==> config.mk <==
export PLATFORM = sky130hd
export DESIGN_NAME = fxl_fetch_xlate
export DESIGN_NICKNAME = d
export VERILOG_FILES = /design/src/rtl/fxl_pkg.sv /design/src/rtl/fxl_va_class.sv /design/src/rtl/fxl_pa_form.sv /design/src/rtl/fxl_phys_chk.sv /design/src/rtl/fxl_fetch_xlate.sv
export SDC_FILE = /design/constraint.sdc
export NUM_CORES = 1
export LEC_CHECK = 0
export BUFFER_PORTS_ARGS = -buffer_cell sky130_fd_sc_hd__buf_2
export CAP_MARGIN = 20
export CORE_ASPECT_RATIO = 2
export CORE_MARGIN = 1.5
export CORE_UTILIZATION = 30
export DETAILED_ROUTE_END_ITERATION = 6
export PLACE_DENSITY_LB_ADDON = 0.3
export SYNTH_ARGS = -nofsm -noshare
export SYNTH_HDL_FRONTEND = slang
export SYNTH_SLANG_ARGS = --single-unit
==> constraint.sdc <==
create_clock -name clk -period 2.5 [get_ports clk]
set_clock_uncertainty 0.15 [all_clocks]
set_input_delay 0.25 -clock clk [delete_from_list [all_inputs] [get_ports clk]]
set_output_delay 0.25 -clock clk [all_outputs]
set_load 0.02 [all_outputs]
==> src/rtl/fxl_pkg.sv <==
`timescale 1ns/1ps
package fxl_pkg;

    typedef enum logic [2:0] {
        FLT_NONE   = 3'd0,
        FLT_ACCESS = 3'd1,
        FLT_MISS   = 3'd2,
        FLT_MCHK   = 3'd3,
        FLT_UNIMP  = 3'd4
    } fault_e;

    typedef enum logic [1:0] {
        M_KERNEL = 2'd0,
        M_EXEC   = 2'd1,
        M_SUPER  = 2'd2,
        M_USER   = 2'd3
    } mode_e;

    // Ones in bit positions hi..lo of a 64-bit word.
    function automatic logic [63:0] span_mask(input int hi, input int lo);
        logic [63:0] m;
        for (int b = 0; b < 64; b++) begin
            m[b] = (b >= lo) && (b <= hi);
        end
        return m;
    endfunction

endpackage

==> src/rtl/fxl_va_class.sv <==
`timescale 1ns/1ps
module fxl_va_class #(
    parameter int VA_BITS = 43,
    parameter int SP_HI   = 47,
    parameter int SP_LO   = 41,
    parameter logic [SP_HI-SP_LO:0] SP_TAG = 7'h7E
) (
    input  logic [63:SP_LO] va_hi,
    output logic            va_ok,
    output logic            is_super
);
    localparam int EXT_LO = VA_BITS - 1;

    logic [63:EXT_LO] ext;
    assign ext      = va_hi[63:EXT_LO];
    assign va_ok    = (&ext) | ~(|ext);
    assign is_super = va_ok && (va_hi[SP_HI:SP_LO] == SP_TAG);
endmodule

==> src/rtl/fxl_pa_form.sv <==
`timescale 1ns/1ps
module fxl_pa_form
    import fxl_pkg::*;
#(
    parameter int PA_BITS    = 44,
    parameter int PAGE_SHIFT = 13,
    parameter int PPN_W      = 32,
    parameter int SX_BIT     = 40
) (
    input  logic [PA_BITS-1:0] va_lo,
    input  logic               priv,
    input  logic               is_super,
    input  logic [PPN_W-1:0]   ppn,
    output logic [63:0]        pa_raw
);
    localparam logic [63:0] IMPL_MASK = span_mask(PA_BITS - 1, 0);
    localparam logic [63:0] SX_SET    = span_mask(PA_BITS - 1, SX_BIT);
    localparam logic [63:0] SX_KEEP   = span_mask(SX_BIT - 1, 0);

    logic [63:0] base;
    logic [63:0] pa_bypass;
    logic [63:0] pa_super;
    logic [63:0] pa_page;

    assign base      = {{(64-PA_BITS){1'b0}}, va_lo};
    assign pa_bypass = base & ~64'h3 & IMPL_MASK;
    assign pa_super  = va_lo[SX_BIT] ? ((base & IMPL_MASK) | SX_SET)
                                     : (base & SX_KEEP);
    assign pa_page   = {{(64-PPN_W-PAGE_SHIFT){1'b0}}, ppn, {PAGE_SHIFT{1'b0}}}
                     | {{(64-PAGE_SHIFT){1'b0}}, va_lo[PAGE_SHIFT-1:2], 2'b00};

    always_comb begin
        if (priv)          pa_raw = pa_bypass;
        else if (is_super) pa_raw = pa_super;
        else               pa_raw = pa_page;
    end
endmodule

==> src/rtl/fxl_phys_chk.sv <==
`timescale 1ns/1ps
module fxl_phys_chk #(
    parameter int PA_BITS   = 44,
    parameter int RS_LO     = 20,
    parameter int UC_CLR_HI = 42,
    parameter int UC_CLR_LO = 35
) (
    input  logic [63:0]        pa_raw,
    output logic               mchk,
    output logic               uc_bit,
    output logic               reg_space,
    output logic [PA_BITS-1:0] pa_uc
);
    logic [PA_BITS-1:0] clr_mask;

    for (genvar b = 0; b < PA_BITS; b++) begin : g_clr
        assign clr_mask[b] = (b >= UC_CLR_LO) && (b <= UC_CLR_HI);
    end

    assign mchk      = |pa_raw[63:PA_BITS];
    assign uc_bit    = pa_raw[PA_BITS-1];
    assign reg_space = &pa_raw[PA_BITS-1:RS_LO];
    assign pa_uc     = pa_raw[PA_BITS-1:0] & ~clr_mask;
endmodule

==> src/rtl/fxl_fetch_xlate.sv <==
`timescale 1ns/1ps
module fxl_fetch_xlate
    import fxl_pkg::*;
#(
    parameter int VA_BITS    = 43,
    parameter int PA_BITS    = 44,
    parameter int PAGE_SHIFT = 13,
    parameter int PPN_W      = 32,
    parameter int ASN_W      = 8,
    parameter int MODE_W     = 2,
    parameter int SP_HI      = 47,
    parameter int SP_LO      = 41,
    parameter int SX_BIT     = 40,
    parameter int RS_LO      = 20,
    parameter int UC_CLR_HI  = 42,
    parameter int UC_CLR_LO  = 35,
    localparam int VPN_W     = VA_BITS - PAGE_SHIFT,
    localparam int NMODES    = 2 ** MODE_W
) (
    input  logic               clk,
    input  logic               rst,
    input  logic               req_valid,
    input  logic [63:0]        req_va,
    input  logic               pc_priv,
    input  logic [MODE_W-1:0]  mode,
    input  logic [ASN_W-1:0]   asn,
    output logic               lookup_en,
    output logic [VPN_W-1:0]   lookup_vpn,
    output logic [ASN_W-1:0]   lookup_asn,
    input  logic               tlb_hit,
    input  logic [PPN_W-1:0]   tlb_ppn,
    input  logic [NMODES-1:0]  tlb_xre,
    output logic               out_valid,
    output logic [2:0]         out_fault,
    output logic [PA_BITS-1:0] out_pa,
    output logic               out_uncached
);
    logic               va_ok;
    logic               is_super;
    logic [63:0]        pa_raw;
    logic               mchk;
    logic               uc_bit;
    logic               reg_space;
    logic [PA_BITS-1:0] pa_uc;

    fault_e             nx_fault;
    logic [PA_BITS-1:0] nx_pa;
    logic               nx_unc;

    fxl_va_class #(
        .VA_BITS(VA_BITS), .SP_HI(SP_HI), .SP_LO(SP_LO)
    ) u_class (
        .va_hi   (req_va[63:SP_LO]),
        .va_ok   (va_ok),
        .is_super(is_super)
    );

    fxl_pa_form #(
        .PA_BITS(PA_BITS), .PAGE_SHIFT(PAGE_SHIFT),
        .PPN_W(PPN_W), .SX_BIT(SX_BIT)
    ) u_form (
        .va_lo   (req_va[PA_BITS-1:0]),
        .priv    (pc_priv),
        .is_super(is_super),
        .ppn     (tlb_ppn),
        .pa_raw  (pa_raw)
    );

    fxl_phys_chk #(
        .PA_BITS(PA_BITS), .RS_LO(RS_LO),
        .UC_CLR_HI(UC_CLR_HI), .UC_CLR_LO(UC_CLR_LO)
    ) u_phys (
        .pa_raw   (pa_raw),
        .mchk     (mchk),
        .uc_bit   (uc_bit),
        .reg_space(reg_space),
        .pa_uc    (pa_uc)
    );

    assign lookup_en  = req_valid && !pc_priv && va_ok && !is_super;
    assign lookup_vpn = req_va[VA_BITS-1:PAGE_SHIFT];
    assign lookup_asn = asn;

    // Fault priority: range, superpage mode, miss, permission, width, uncached.
    always_comb begin
        nx_fault = FLT_NONE;
        nx_pa    = '0;
        nx_unc   = 1'b0;
        if (pc_priv) begin
            nx_pa = pa_raw[PA_BITS-1:0];
        end else if (!va_ok) begin
            nx_fault = FLT_ACCESS;
        end else if (is_super && (mode != MODE_W'(M_KERNEL))) begin
            nx_fault = FLT_ACCESS;
        end else if (!is_super && !tlb_hit) begin
            nx_fault = FLT_MISS;
        end else if (!is_super && !tlb_xre[mode]) begin
            nx_fault = FLT_ACCESS;
        end else if (mchk) begin
            nx_fault = FLT_MCHK;
        end else if (uc_bit) begin
            nx_fault = FLT_UNIMP;
            if (reg_space) begin
                nx_pa = pa_raw[PA_BITS-1:0];
            end else begin
                nx_pa  = pa_uc;
                nx_unc = 1'b1;
            end
        end else begin
            nx_pa = pa_raw[PA_BITS-1:0];
        end
    end

    always_ff @(posedge clk) begin
        if (rst) begin
            out_valid    <= 1'b0;
            out_fault    <= FLT_NONE;
            out_pa       <= '0;
            out_uncached <= 1'b0;
        end else begin
            out_valid    <= req_valid;
            out_fault    <= nx_fault;
            out_pa       <= nx_pa;
            out_uncached <= nx_unc;
        end
    end
endmodule

==> results of run 1 <==
critical path: stages:
cell     delay [ps]
buf_2            90
nand4_1         130
or4_1           690
o22ai_2         210
and4_1          240
buf_2           170
power by group through the flow:
stage	sequential (mW)	clock, mW	combinational (mW)
4_1_cts	0.818	0.652	0.365
3_3_place_gp	0.835	0	0.360
5_1_grt	0.820	0.683	0.395
2_1_floorplan	0.876	0	0.192
3_5_place_dp	0.835	0	0.364
6_report	0.818	0.639	0.361
path summary, 6_finish.rpt:
kind                       start         end  cells past startpoint
worst min-delay path  req_va[10]  out_pa[10]                      3
worst max-delay path  req_va[62]   lookup_en                      6
flip-flops by register name, indices dropped and copies added, names as in the netlist:
| signal | flops |
|---|---|
| out_pa | 44 |
| out_fault | 3 |
| out_valid | 1 |
| out_uncached | 1 |
Yosys cell counts (all sizes together), types with 6 or more instances:
library cell | count | share of area (%)
a21oi | 27 | 5.6
and3 | 6 | 1.6
buf | 45 | 14
clkbuf | 6 | 0.93
dfxtp | 49 | 41
inv | 13 | 2.0
mux2i | 7 | 2.9
nand2 | 56 | 8.7
nand4 | 17 | 4.4
nor2 | 17 | 2.6
nor3 | 9 | 2.7
nor4 | 7 | 1.8
through the flow:
stage          instance area [um2]  hold slack (ps)
2_1_floorplan                 2410              172
3_3_place_gp                  3160              317
3_5_place_dp                  3160              321
4_1_cts                       3300             18.1
5_1_grt                       3300             16.8
6_report                      3300             20.7
kinds of logic after synthesis:
kind of cell | after synthesis
AO/OA/AOI/OAI | 43
buffers and inverters | 64
flip-flops | 49
AND/OR/NAND/NOR | 124
multiplexers | 10
layer usage:
metal  up-vias  part of all wire (%)
met3        14                   5.7
li1       1257                     -
met5         -                     0
met2       119                    60
met4         0                   2.5
met1      1164                    32
final cells by class:
class                      count  area, um2
inverter                      13       48.8
sequential                    49        981
tap                           96        120
multi-input combinational    177       1010
fill                         844       4590
timing repair buffer         193        996
clock buffer                   8        136
==> impl_results.md, run 1 <==
- Status: finished, final reports clean
- Critical path peak fanout: 6
- WP data required: 2100 ps
- TritonCTS clock tree: built
- Placement row count: 46
- DRT Pass-1 Iters: 4
- Design Power: approximately 1.8 mW
- Compound-gate portion of the synthesized area: 12.1%
- Switch share: 26.9%
- Root Driver: clkbuf_16
- Overflow after GRT: 0
- Critical path endpoint category: output pin
- Number of synthesized flops with an enable pin: 0
- Clock network fraction of design power: 35.1%
- Sequential-to-total area share from yosys stat: between 40 and 50%
- Pint: 1.33 mW
- Most frequent cells in the layout: buf_2 (186), nand2_1 (56), dfxtp_1 (49)
- Via-per-instance ratio: 4.76
- Post-synthesis xor/xnor area fraction: 0%
- Number of global-route vias before repair: 2305
- Postcts setup bufs: 0
- Comb power frac: between 10% and 20%
- DP HPWL: roughly 6.5 mm
- Mapped Area: 2410 um2
- Slew Limit Fails: 0
- GR Util met2: 35.2%
- Initial Utilization: roughly 30%
- Setup_tns: 0 ps
- Slew HR: 63.6%
- Psw: approximately 0.49 mW
- Post-synth ARST share: 0%
- Crit start category: input pin
- H-tree depth: 2
- Post-Route WL: roughly 7.7 mm
- DIE HEIGHT: between 100 and 150 um
- Setup violators final: 0
- Final min period: 2180 ps
- Die X: 66.4 um
- Final Cycle Share: 87.4%
- Drt wl/cell: 14.3 um
- Tightest Pin Transition: 542 ps
- Initial antenna violation count: 0
- Crit path kind: input pin to output pin
- Yosys cell types: 37
- Hold Fails Final Rpt: 0
- GRT met1 Usage: 15.4%
- Post-Layout Cell Count: 536
- Critical Path AT: 1780 ps
- Syn-to-layout area delta: 36.9%
- Largest family of logic cells by synthesized area: simple AND/OR/NAND/NOR gates
- Pwr per Cell Area: 551 nW/um2
- Seq pwr share: 45.0%
- Syn Area/Cell: ~8.3 um2
- Max_cap viols: 0
- LEAKAGE: between 1.5 and 2 nW
- Post-CTS sizing: 0
- DR DRC count: 0
- Hold_buf cts: 0
- Diode count: 0
- Die area: approximately 8600 um2
- GRT busiest layer: met2
- Total CTS buffers: 5
- Yosys reg bits: between 40 and 50
- Port Buffer Count: 186
- I/O pin total: 203
- Post-DRT Antenna Nets: 0
- Final Net Count: 554
- Tot GR Track Use: 17.0%
- Reg clk slew, reported paths: 60 ps
- Post-Synth Adder-Cell Area: 0%
- Worst hold path class: input pin to flip-flop
- Share of layout cells above drive strength 1: 48.6%
- Setup WS pre-CTS: 119 ps
- Area fraction in and, or, nand and nor cells after synthesis: 25.1%
- Met3 usage in global routing: 1.64%
- Post-Syn Instances: 290
- CTS max path bufs: 2
- Syn nets: about 410
- Primary FF master, synth: dfxtp_1
- Commonest non-fill, non-tap cell in the layout: buf_2
- Max VDD drop: 230 uV
- Worst setup margin: 315 ps
- Via total after detailed routing: around 2600
- Syn. warnings: 0
- RSZ-0062 raised after global routing: no
- Clk sinks: 49
- # placed instances: roughly 530
- Util after Layout: 41.8%
- Initial drt markers: 114
- CORE AREA: approximately 7900 um2
- First-pass GRT wire length: 10.9 mm
- Post-synthesis mux area share: approximately 4.8%
- Pin count of the biggest net entering global routing: 27
- Fmax: 458 MHz
- RePlAce Congestion: between 0.7 and 0.8
Note: power is estimated with default switching activity, not from simulation.
==> inputs of run 2 (changes only) <==
--- a/config.mk
+++ b/config.mk
@@ -5,13 +5,14 @@
 export SDC_FILE = /design/constraint.sdc
 export NUM_CORES = 1
 export LEC_CHECK = 0
-export BUFFER_PORTS_ARGS = -buffer_cell sky130_fd_sc_hd__buf_2
 export CAP_MARGIN = 20
 export CORE_ASPECT_RATIO = 2
 export CORE_MARGIN = 1.5
 export CORE_UTILIZATION = 30
 export DETAILED_ROUTE_END_ITERATION = 6
+export DONT_BUFFER_PORTS = 1
 export PLACE_DENSITY_LB_ADDON = 0.3
 export SYNTH_ARGS = -nofsm -noshare
 export SYNTH_HDL_FRONTEND = slang
 export SYNTH_SLANG_ARGS = --single-unit
+export TNS_END_PERCENT = 5
==> run 2 against run 1 <==
Net effect:
- design area is 7.1% lower
- sequential power rose by 5.5%
- non-clock buffer count fell by 119
- worst setup slack worse by 230 ps
- critical path depth is 2 higher
- first-iteration DRC count is 41% lower
- global-route usage grew 0.89 points
- critical path type is now input pin to flip-flop
- die area is the same
- total power increased by 1.8%
- sequential cell count stayed put
- routed wire length grew 3.0%
- critical endpoint is now out_pa[23]
- via count fell by 15%
==> impl_results.md, run 2 (synthesis results as in run 1) <==
- Slew HR: 75.5% (+12 points)
- RePlAce Congestion: 0.825 (+5.9%)
- CTS max path bufs: 2 (unchanged)
- Via-per-instance ratio: 5.18 (+8.8%)
- LEAKAGE: 1.29 nW (-26%)
- Met1 wire length: 2.37 mm (-3.1%)
- Total CTS buffers: 5 (unchanged)
- CORE AREA: 7890 um2 (unchanged)
- Comb power frac: 10.7% (-9.2 points)
- Placement row count: 46 (unchanged)
- Port Buffer Count: 0 (-100%)
- Most used cell, CP: a21oi_1
- DRT Pass-1 Iters: 4 (unchanged)
- Slowest-stage cell, CP: or4_4
- Fmax: 414 MHz (-9.6%)
- Worst setup path start: req_va[55]
- Number of global-route vias before repair: 2239 (-2.9%)
- I/O pin total: 203 (unchanged)
- Buf+Inv Stages, Crit Path: 2 (unchanged)
- Pint: 1.42 mW (+7.0%)
- WP data required: 2580 ps (+480 ps)
- Clk sinks: 49 (unchanged)
- WL met2: 4.80 mm (+4.7%)
- Hold Crit Start: tlb_ppn[23]
- DR DRC count: 0 (unchanged)
- Psw: 0.430 mW (-12%)
- Fillcell total: 788 (-6.6%)
- Final Net Count: 435 (-21%)
- Worst hold path class: input pin to flip-flop
- DP HPWL: 5.73 mm (-12%)
- Critical Path AT: 2500 ps (+720 ps)
- Initial antenna violation count: 0 (unchanged)
- Status: finished, final reports clean
- Via total after detailed routing: 2162 (-15%)
- TritonCTS clock tree: built
- Critical path peak fanout: 21 (+15)
- WL met3: 537 um (+23%)
- Final min period: 2420 ps (+232 ps)
- DIE HEIGHT: 130 um (unchanged)
- First-pass GRT wire length: 11.2 mm (+2.9%)
- Overflow after GRT: 0 (unchanged)
- Pin count of the biggest net entering global routing: 24 (-11%)
- Diode count: 0 (unchanged)
- Clock network fraction of design power: 42.6% (+7.5 points)
- Reg clk slew, reported paths: 70 ps (about the same)
- CP top delay family: simple AND/OR/NAND/NOR gates
- Initial Utilization: 30.5% (unchanged)
- H-tree depth: 2 (unchanged)
- Tightest Pin Transition: 366 ps (-176 ps)
- Hold Fails Final Rpt: 0 (unchanged)
- Share of layout cells above drive strength 1: 11.2% (-37 points)
- Setup violators final: 0 (unchanged)
- Post-DRT Antenna Nets: 0 (unchanged)
- Commonest non-fill, non-tap cell in the layout: dlygate4sd3_1
- Regs by FF count: out_pa: 44 flops, out_fault: 3 flops
- Critical Path, Cell by Cell: nand4_1 -> or4_4 -> o22ai_2 -> a21oi_1 -> or2_2 -> buf_4 -> a21oi_1 -> dlygate4sd3_1
- Critical path endpoint category: flip-flop
- Slew Limit Fails: 0 (unchanged)
- Syn-to-layout area delta: 27.1%
- Switch share: 23.2% (-3.7 points)
- Seq pwr share: 46.7% (+1.7 points)
- Max VDD drop: 222 uV (-3.4%)
- Drt wl/cell: 18.9 um (+32%)
- Initial drt markers: 67 (-41%)
- Pwr per Cell Area: 604 nW/um2 (+9.6%)
- Die X: 66.4 um (unchanged)
- Final Cycle Share: 96.7% (+9.3 points)
- Crit start category: input pin
- Setup_tns: 0 ps (unchanged)
- Post-Route WL: 7.88 mm (+3.0%)
- DR top layer: met4
- Top reg by flops: out_pa
- Max incr delay on CP: 590 ps (-100 ps)
- Root Driver: clkbuf_16
- Most frequent cells in the layout: dlygate4sd3_1 (63), nand2_1 (56), dfxtp_1 (49)
- Flip-flop count of the largest register after layout: 44 (unchanged)
- Die area: 8610 um2 (unchanged)
- Crit path kind: input pin to flip-flop
- RSZ-0062 raised after global routing: no
- Util after Layout: 38.8% (-3.0 points)
- Max_cap viols: 0 (unchanged)
- Tot GR Track Use: 17.9% (+0.89 points)
## run 2: cell count changes in the layout (fill, tap and decap cells not counted), moves of 3 or more
cell           previous run  this run
buf_4                     6        10
buf_2                   186         0
dlygate4sd3_1             0        63
clkbuf_1                  3         0
## run 2: per-layer routing
| layer | track usage, % | vias to the layer above |
|---|---|---|
| met5 | 0 | - |
| met4 | 8.16 | 0 |
| met3 | 3.45 | 17 |
| met2 | 37.4 | 129 |
| met1 | 14.9 | 1004 |
| li1 | - | 1012 |
## run 2: power groups by stage
stage               registers (mW)  clock network, mW  logic, mW
finish                       0.863              0.788      0.199
global route                 0.866              0.834      0.219
detailed placement           0.882                  0      0.123
global placement             0.881                  0      0.121
floorplan                    0.876                  0      0.192
CTS                          0.863              0.813      0.197
## run 2: metrics by stage
step | power (mW) | hold slack [ps] | cells | cell area (um2) | worst slack [ps]
after global routing | 1.92 | 33.1 | 417 | 3060 | 23.2
after detailed placement | 1.01 | 174 | 344 | 2230 | 155
after global placement | 1.00 | 175 | 344 | 2230 | 195
after CTS | 1.87 | 0.762 | 415 | 3040 | 18.9
final | 1.85 | 2.20 | 417 | 3060 | 82.9
after floorplan | 1.07 | 172 | 290 | 2410 | 410
## run 2: path summary, 6_finish.rpt
check	end	slack [ps]	cells after the start
min	out_pa[36]	2	2
max	out_pa[23]	80	8
## run 2: cell type report
cell class | count | area (um2) | share of cell area (%)
clock buffers | 6 | 139 | 4.54
flip-flops and latches | 49 | 981 | 32.0
multi-input cells | 177 | 1020 | 33.3
repair buffers | 74 | 717 | 23.4
well taps | 96 | 120 | 3.92
clock inverters | 2 | 37.5 | 1.23
inverters | 13 | 48.8 | 1.59
## run 2: what timing repair did
action	4_1_cts	5_1_grt
setup endpoints to repair	0	22
resized for setup	0	2
buffers inserted	0	2
endpoints found under the hold margin	39	0
hold buffers	63	0
